$ cat config.mk
export PLATFORM = sky130hd
export DESIGN_NAME = chain_dma
export DESIGN_NICKNAME = d
export VERILOG_FILES = /design/src/rtl/cdma_pkg.sv /design/src/rtl/cdma_rx_pack.sv /design/src/rtl/cdma_tx_unpack.sv /design/src/rtl/chain_dma.sv
export SDC_FILE = /design/constraint.sdc
export NUM_CORES = 1
export LEC_CHECK = 0
export ABC_AREA = 1
export BUFFER_PORTS_ARGS = -buffer_cell sky130_fd_sc_hd__buf_2
export CAP_MARGIN = 30
export CELL_PAD_IN_SITES_DETAIL_PLACEMENT = 0
export CELL_PAD_IN_SITES_GLOBAL_PLACEMENT = 1
export CORE_MARGIN = 2
export CORE_UTILIZATION = 44
export CTS_CLUSTER_SIZE = 10
export DETAILED_ROUTE_END_ITERATION = 12
export GPL_TIMING_DRIVEN = 1
export PLACE_DENSITY_LB_ADDON = 0.1
export SYNTH_ARGS = -nofsm -noshare
export SYNTH_HDL_FRONTEND = slang
export SYNTH_SLANG_ARGS = --single-unit
$ cat constraint.sdc
create_clock -name clk -period 4.1 [get_ports clk]
set_input_delay 1.025 -clock clk [delete_from_list [all_inputs] [get_ports clk]]
set_output_delay 1.025 -clock clk [all_outputs]
set_load 0.05 [all_outputs]
$ cat src/rtl/cdma_pkg.sv
package cdma_pkg;
  localparam int WORD_W = 32;
  localparam int BYTE_W = 8;
  localparam int LEN_W  = 16;
  localparam int CMD_TX_BIT = 31;
  localparam int DONE_BIT   = 30;
  localparam int OVF_BIT    = 29;

  localparam logic [1:0] IDX_NEXT = 2'd0;
  localparam logic [1:0] IDX_BUF  = 2'd1;
  localparam logic [1:0] IDX_CTL  = 2'd2;
  localparam logic [1:0] IDX_CNT  = 2'd3;

  typedef enum logic [3:0] {
    S_IDLE, S_FETCH, S_DECIDE, S_RX, S_RX_WR, S_TX_RD, S_TX_WAIT,
    S_TX_OUT, S_WB_CNT, S_WB_CTL, S_NEXT
  } cdma_state_t;

  // Byte address of the descriptor word at index idx.
  function automatic logic [WORD_W-1:0] desc_addr(input logic [WORD_W-1:0] base,
                                                  input logic [1:0] idx);
    return base + {{(WORD_W-4){1'b0}}, idx, 2'b00};
  endfunction

  // Byte address of the buffer word holding byte number nbytes.
  function automatic logic [WORD_W-1:0] buf_addr(input logic [WORD_W-1:0] base,
                                                 input logic [LEN_W-1:0] nbytes);
    return base + {{(WORD_W-LEN_W){1'b0}}, nbytes[LEN_W-1:2], 2'b00};
  endfunction

  // Control word written back on completion: done set, overflow replaced.
  function automatic logic [WORD_W-1:0] ctl_done(input logic [WORD_W-1:0] ctl,
                                                 input logic ovf);
    logic [WORD_W-1:0] w;
    w = ctl;
    w[DONE_BIT] = 1'b1;
    w[OVF_BIT]  = ovf;
    return w;
  endfunction
endpackage

$ cat src/rtl/cdma_rx_pack.sv
module cdma_rx_pack #(
  parameter int WORD_W = 32,
  parameter int BYTE_W = 8,
  localparam int LANES  = WORD_W / BYTE_W,
  localparam int LANE_W = $clog2(LANES)
) (
  input  logic              clk,
  input  logic              rst_n,
  input  logic              take,
  input  logic              clr,
  input  logic [LANE_W-1:0] lane,
  input  logic [BYTE_W-1:0] din,
  output logic [WORD_W-1:0] word
);
  for (genvar g = 0; g < LANES; g++) begin : g_lane
    logic [BYTE_W-1:0] q;
    always_ff @(posedge clk or negedge rst_n) begin
      if (!rst_n)                               q <= '0;
      else if (clr)                             q <= '0;
      else if (take && lane == LANE_W'(g))      q <= din;
    end
    assign word[g*BYTE_W +: BYTE_W] = q;
  end
endmodule

$ cat src/rtl/cdma_tx_unpack.sv
module cdma_tx_unpack #(
  parameter int WORD_W = 32,
  parameter int BYTE_W = 8,
  localparam int LANES  = WORD_W / BYTE_W,
  localparam int LANE_W = $clog2(LANES)
) (
  input  logic              clk,
  input  logic              rst_n,
  input  logic              load,
  input  logic [WORD_W-1:0] word_in,
  input  logic [LANE_W-1:0] lane,
  output logic [BYTE_W-1:0] byte_out
);
  logic [WORD_W-1:0] word_q;
  always_ff @(posedge clk or negedge rst_n) begin
    if (!rst_n)    word_q <= '0;
    else if (load) word_q <= word_in;
  end
  assign byte_out = word_q[int'(lane)*BYTE_W +: BYTE_W];
endmodule

$ cat src/rtl/chain_dma.sv
module chain_dma
  import cdma_pkg::*;
(
  input  logic        clk,
  input  logic        rst_n,
  input  logic        start,
  input  logic [31:0] head_ptr,
  output logic        busy,
  output logic        chain_done,
  output logic        own_err,
  output logic        mem_en,
  output logic        mem_we,
  output logic [31:0] mem_addr,
  output logic [31:0] mem_wdata,
  input  logic [31:0] mem_rdata,
  input  logic        rx_valid,
  input  logic [7:0]  rx_data,
  input  logic        rx_last,
  output logic        rx_ready,
  output logic        tx_valid,
  output logic [7:0]  tx_data,
  output logic        tx_last,
  input  logic        tx_ready
);
  localparam int LANE_W = $clog2(WORD_W / BYTE_W);

  cdma_state_t       state;
  logic [WORD_W-1:0] cur_ptr, nxt_ptr, buf_ptr, ctl_q, wr_addr;
  logic [1:0]        fcnt;
  logic [LEN_W-1:0]  cnt;
  logic              ovf, last_seen, done_q, err_q;

  logic              is_tx;
  logic [LEN_W-1:0]  blen;
  logic [LANE_W-1:0] lane;
  logic [WORD_W-1:0] pack_word;

  // Named internal events, also used by the checker.
  logic rx_take, rx_store, rx_drop, rx_flush, tx_fire, stall_evt, wb_ctl_wr;

  assign is_tx     = ctl_q[CMD_TX_BIT];
  assign blen      = ctl_q[LEN_W-1:0];
  assign lane      = cnt[LANE_W-1:0];
  assign rx_ready  = (state == S_RX);
  assign rx_take   = rx_ready && rx_valid;
  assign rx_store  = rx_take && (cnt < blen);
  assign rx_drop   = rx_take && !(cnt < blen);
  assign rx_flush  = rx_store && ((&lane) || rx_last || (cnt + 16'd1 == blen));
  assign tx_valid  = (state == S_TX_OUT);
  assign tx_last   = tx_valid && (cnt + 16'd1 == blen);
  assign tx_fire   = tx_valid && tx_ready;
  assign stall_evt = (state == S_DECIDE) && ctl_q[DONE_BIT];
  assign wb_ctl_wr = (state == S_WB_CTL);
  assign busy       = (state != S_IDLE);
  assign chain_done = done_q;
  assign own_err    = err_q;

  cdma_rx_pack #(.WORD_W(WORD_W), .BYTE_W(BYTE_W)) u_pack (
    .clk(clk), .rst_n(rst_n), .take(rx_store), .clr(state == S_RX_WR),
    .lane(lane), .din(rx_data), .word(pack_word)
  );

  cdma_tx_unpack #(.WORD_W(WORD_W), .BYTE_W(BYTE_W)) u_unpack (
    .clk(clk), .rst_n(rst_n), .load(state == S_TX_WAIT), .word_in(mem_rdata),
    .lane(lane), .byte_out(tx_data)
  );

  always_comb begin
    mem_en    = 1'b0;
    mem_we    = 1'b0;
    mem_addr  = '0;
    mem_wdata = '0;
    case (state)
      S_FETCH: begin
        mem_en   = (fcnt != IDX_CNT);
        mem_addr = desc_addr(cur_ptr, fcnt);
      end
      S_RX_WR: begin
        mem_en = 1'b1; mem_we = 1'b1;
        mem_addr = wr_addr; mem_wdata = pack_word;
      end
      S_TX_RD: begin
        mem_en = 1'b1;
        mem_addr = buf_addr(buf_ptr, cnt);
      end
      S_WB_CNT: begin
        mem_en = 1'b1; mem_we = 1'b1;
        mem_addr = desc_addr(cur_ptr, IDX_CNT);
        mem_wdata = {{(WORD_W-LEN_W){1'b0}}, cnt};
      end
      S_WB_CTL: begin
        mem_en = 1'b1; mem_we = 1'b1;
        mem_addr = desc_addr(cur_ptr, IDX_CTL);
        mem_wdata = ctl_done(ctl_q, ovf);
      end
      default: ;
    endcase
  end

  always_ff @(posedge clk or negedge rst_n) begin
    if (!rst_n) begin
      state <= S_IDLE;
      cur_ptr <= '0; nxt_ptr <= '0; buf_ptr <= '0; ctl_q <= '0; wr_addr <= '0;
      fcnt <= '0; cnt <= '0; ovf <= 1'b0; last_seen <= 1'b0;
      done_q <= 1'b0; err_q <= 1'b0;
    end else begin
      done_q <= 1'b0;
      case (state)
        S_IDLE: if (start) begin
          cur_ptr <= head_ptr;
          fcnt    <= '0;
          state   <= S_FETCH;
        end
        S_FETCH: begin
          fcnt <= fcnt + 2'd1;
          case (fcnt)
            IDX_BUF:  nxt_ptr <= mem_rdata;
            IDX_CTL:  buf_ptr <= mem_rdata;
            IDX_CNT: begin
              ctl_q <= mem_rdata;
              state <= S_DECIDE;
            end
            default: ;
          endcase
        end
        S_DECIDE: begin
          cnt <= '0; ovf <= 1'b0; last_seen <= 1'b0;
          if (stall_evt) begin
            err_q <= 1'b1;
            fcnt  <= '0;
            state <= S_FETCH;
          end else begin
            err_q <= 1'b0;
            if (!is_tx)          state <= S_RX;
            else if (blen == '0) state <= S_WB_CNT;
            else                 state <= S_TX_RD;
          end
        end
        S_RX: begin
          if (rx_store) begin
            cnt     <= cnt + 16'd1;
            wr_addr <= buf_addr(buf_ptr, cnt);
            if (rx_flush) begin
              last_seen <= rx_last;
              state     <= S_RX_WR;
            end
          end
          if (rx_drop) begin
            ovf <= 1'b1;
            if (rx_last) state <= S_WB_CNT;
          end
        end
        S_RX_WR:   state <= last_seen ? S_WB_CNT : S_RX;
        S_TX_RD:   state <= S_TX_WAIT;
        S_TX_WAIT: state <= S_TX_OUT;
        S_TX_OUT: if (tx_fire) begin
          cnt <= cnt + 16'd1;
          if (tx_last)     state <= S_WB_CNT;
          else if (&lane)  state <= S_TX_RD;
        end
        S_WB_CNT: state <= S_WB_CTL;
        S_WB_CTL: state <= S_NEXT;
        S_NEXT: begin
          if (nxt_ptr == '0) begin
            state  <= S_IDLE;
            done_q <= 1'b1;
          end else begin
            cur_ptr <= nxt_ptr;
            fcnt    <= '0;
            state   <= S_FETCH;
          end
        end
        default: state <= S_IDLE;
      endcase
    end
  end
endmodule

==> flow_summary.json <==
{
  "grt_setup_unrepaired": "yes",
  "fin_crit_ps": 4160,
  "violations": "negative setup slack",
  "rr_worst_depth": 15,
  "drt_iter0_drc": 1385,
  "cts_buffers": 30,
  "relSlewSlack_pct": 32.6,
  "yosys_warnings": 0,
  "port_buffers": 157,
  "viasPerCell": 5.54,
  "hold_class": "primary input to async pin",
  "setup_viol_count_final": 5,
  "syn-num-nets": 2100,
  "instances_no_fill": 2614,
  "wl_met2_mm": 24.2,
  "status": "complete, but fails checks",
  "layout-drive-gt1-share_pct": 19.2,
  "syn-cell-area_um2": 14700,
  "layout_common_cells": "516 x nand2_1, 279 x o21ai_0, 245 x dfrtp_1",
  "dp_hpwl_mm": 41.8,
  "synth-xor-area-share_pct": 2.33,
  "power_per_cell_area_nw_per_um2": 756,
  "place.gp.congestion": 0.939,
  "dpl.cell_count": 2555,
  "path_cells": "inv_1, nor2_2, inv_2, nor2_4, clkinv_2, nand2_2, ha_4, inv_2, fa_2, nor2_2, inv_2, nor2_2, nand2_1, a21oi_1, o21ai_1, o21ai_1, a21oi_1, o21ai_1, buf_6",
  "period_share_pct": 102,
  "clkTransAtPathRegs_ps": 60,
  "worstPathBufferInverterCount": 6,
  "grt_max_degree": 79,
  "placed_area_um2": 16100,
  "clock_path_buffers": 3,
  "synth-simple-area-share_pct": 25.5,
  "synth_area_per_cell_um2": 7.40,
  "final_common_cell": "nand2_1",
  "vias": 14500,
  "die_area_um2": 34800,
  "end_kind": "primary output",
  "fillCellCount": 3289,
  "antenna_found_initial": 4,
  "maxCapViolCount": 0,
  "clkLatencyLatePin_ps": 560,
  "cts_root_buffer": "clkbuf_16",
  "whs_ps": 437,
  "arrival_ps": 3140,
  "final_net_count": 2279,
  "final_area_um2": 17700,
  "crit_family": "simple AND/OR/NAND/NOR gates",
  "slew_viol_final": 0,
  "wl_met1_mm": 25.2,
  "highest_layer": "met5",
  "worstSetupPathType": "register to primary output",
  "r2r_setup_slack_ps": 730,
  "synthAdderAreaFrac_pct": 3.69,
  "htreeDepth": 1,
  "ys_types": 47,
  "wire_per_inst_um": 21.1,
  "firstDrtPassIters": 5,
  "synth_mux_area_share_pct": 0,
  "die_y_um": 186,
  "grt-ovfl-total": 0,
  "ant_nets": 0,
  "power.total_mw": 13.4,
  "synth_top_family_by_area": "simple AND/OR/NAND/NOR gates",
  "yosysSeqAreaShare_pct": 42.5,
  "fin_ws_ps": -63.3,
  "grt_pass1_vias": 13500,
  "skew_ps": 9.57,
  "leakage_nw": 8.37,
  "drc": 0,
  "worst_path_max_delay_cell": "fa_2",
  "wl_met3_mm": 4.47,
  "synth_compound_area_share_pct": 18.0,
  "timing.rr.start": "cnt[5]$_DFFE_PN0P_",
  "setup_tns_ps": -116,
  "area_growth_pct": 20.9,
  "tightest_slew_ps": 1010,
  "ir_drop_uv": 636,
  "row_count": 66,
  "hold_viol_final": 0,
  "start_kind": "register",
  "cts_sinks": 249,
  "syn_inst": 1980,
  "max_stage_delay_ps": 380,
  "timing.fmax_ghz": 0.240,
  "start_util_pct": 44.8,
  "post-place-ws_ps": 15.9,
  "routed_wl_mm": 55.3,
  "core_um2": 32700,
  "grt_pass1_wl_mm": 82.7,
  "cp.required_ps": 3070,
  "r2r_end": "cnt[6]$_DFFE_PN0P_",
  "fin_util_pct": 54.2,
  "track_usage_pct": 31.3,
  "crit_path_max_fanout": 4,
  "cts_tree": "built",
  "hold_buffers": 0,
  "ios": 158,
  "fp.dieW_um": 186,
  "ys_seq_elements": 249
}
report_power, final:
part / internal [mW] / switching, mW / total [mW] / leakage (nW)
Clock: 1.46 / 1.02 / 2.48 / 0.436
Sequential: 3.61 / 1.00 / 4.61 / 3.05
Combinational: 1.95 / 4.35 / 6.29 / 4.89
Total: 7.02 / 6.37 / 13.4 / 8.37
cell usage after synthesis, drive strengths merged:
| cell | count | area (um^2) |
|---|---|---|
| nand2 | 534 | 2010 |
| o21ai | 311 | 1560 |
| dfrtp | 249 | 6230 |
| inv | 227 | 852 |
| nor2 | 146 | 581 |
| nand3 | 85 | 430 |
| a21oi | 61 | 309 |
| clkbuf | 60 | 225 |
| ha | 40 | 500 |
| or2 | 38 | 238 |
| o211ai | 36 | 275 |
| nor3 | 29 | 161 |
| nand4 | 28 | 175 |
| xor2 | 24 | 210 |
| o2111ai | 17 | 149 |
| o221ai | 16 | 140 |
| buf | 15 | 75.1 |
| nor4 | 13 | 81.3 |
| o22ai | 11 | 68.8 |
| xnor2 | 7 | 61.3 |
| nand3b | 6 | 45.0 |
| a22o | 4 | 35.0 |
| o21a | 4 | 30.0 |
| clkinv | 3 | 11.3 |
| a211oi | 2 | 15.0 |
| a21o | 2 | 15.0 |
| and2 | 2 | 12.5 |
| fa | 2 | 40.0 |
| o21bai | 2 | 15.0 |
| xor3 | 2 | 47.6 |
| a221oi | 1 | 8.76 |
| a32o | 1 | 10.0 |
| o311ai | 1 | 8.76 |
| xnor3 | 1 | 22.5 |
sequential cells by signal, indices dropped and copies added, names as in the netlist:
name	cells
cur_ptr	32
u_unpack.word_q	32
fcnt	2
own_err	1
buf_ptr	32
last_seen	1
cnt	16
u_pack.g_lane.q	32
ctl_q	31
wr_addr	32
ovf	1
nxt_ptr	32
state	4
chain_done	1
timing repair:
item,CTS,global route
gates cloned,0,0
pin swaps,19,29
setup buffers,7,7
gates resized for setup,83,87
endpoints found under the setup margin,25,27
how the worst max path moves through the flow:
stage                          from            to  slack [ps]  cells past startpoint
3_5_place_dp   state[2]$_DFFE_PN0P_  mem_addr[28]          20                     17
5_1_grt        state[3]$_DFFE_PN0P_  mem_addr[26]        -210                     19
3_3_place_gp   state[2]$_DFFE_PN0P_  mem_addr[28]          80                     17
2_1_floorplan  state[2]$_DFFE_PN0P_  mem_addr[30]          40                     14
6_report       state[3]$_DFFE_PN0P_  mem_addr[26]         -60                     19
4_1_cts        state[3]$_DFFE_PN0P_  mem_addr[26]        -100                     19
logic make-up (layout without fill, tap and decap cells):
logic type | count (synthesis) | in the layout
AO/OA/AOI/OAI | 469 | 469
AND/OR/NAND/NOR | 881 | 881
XOR/XNOR | 34 | 34
buffers and inverters | 305 | 496
adder cells (fa/ha/maj) | 42 | 42
other | 0 | 1
flip-flops | 249 | 249
final cells by class:
type	count	area (um^2)	area share (%)
inverter	230	865	4.88
timing repair buffer	222	1470	8.31
tap	442	553	3.12
multi-input combinational	1426	7700	43.5
clock buffer	43	881	4.97
antenna	1	2.50	0.0141
clock inverter	1	5.00	0.0283
sequential	249	6240	35.2
layer usage:
| metal | track usage, % | up-vias |
|---|---|---|
| met5 | 0 | - |
| met4 | 8.09 | 4 |
| met3 | 5.70 | 69 |
| met2 | 47.3 | 557 |
| met1 | 46.1 | 6930 |
| li1 | - | 6909 |
(Power assumes the default switching activity.)
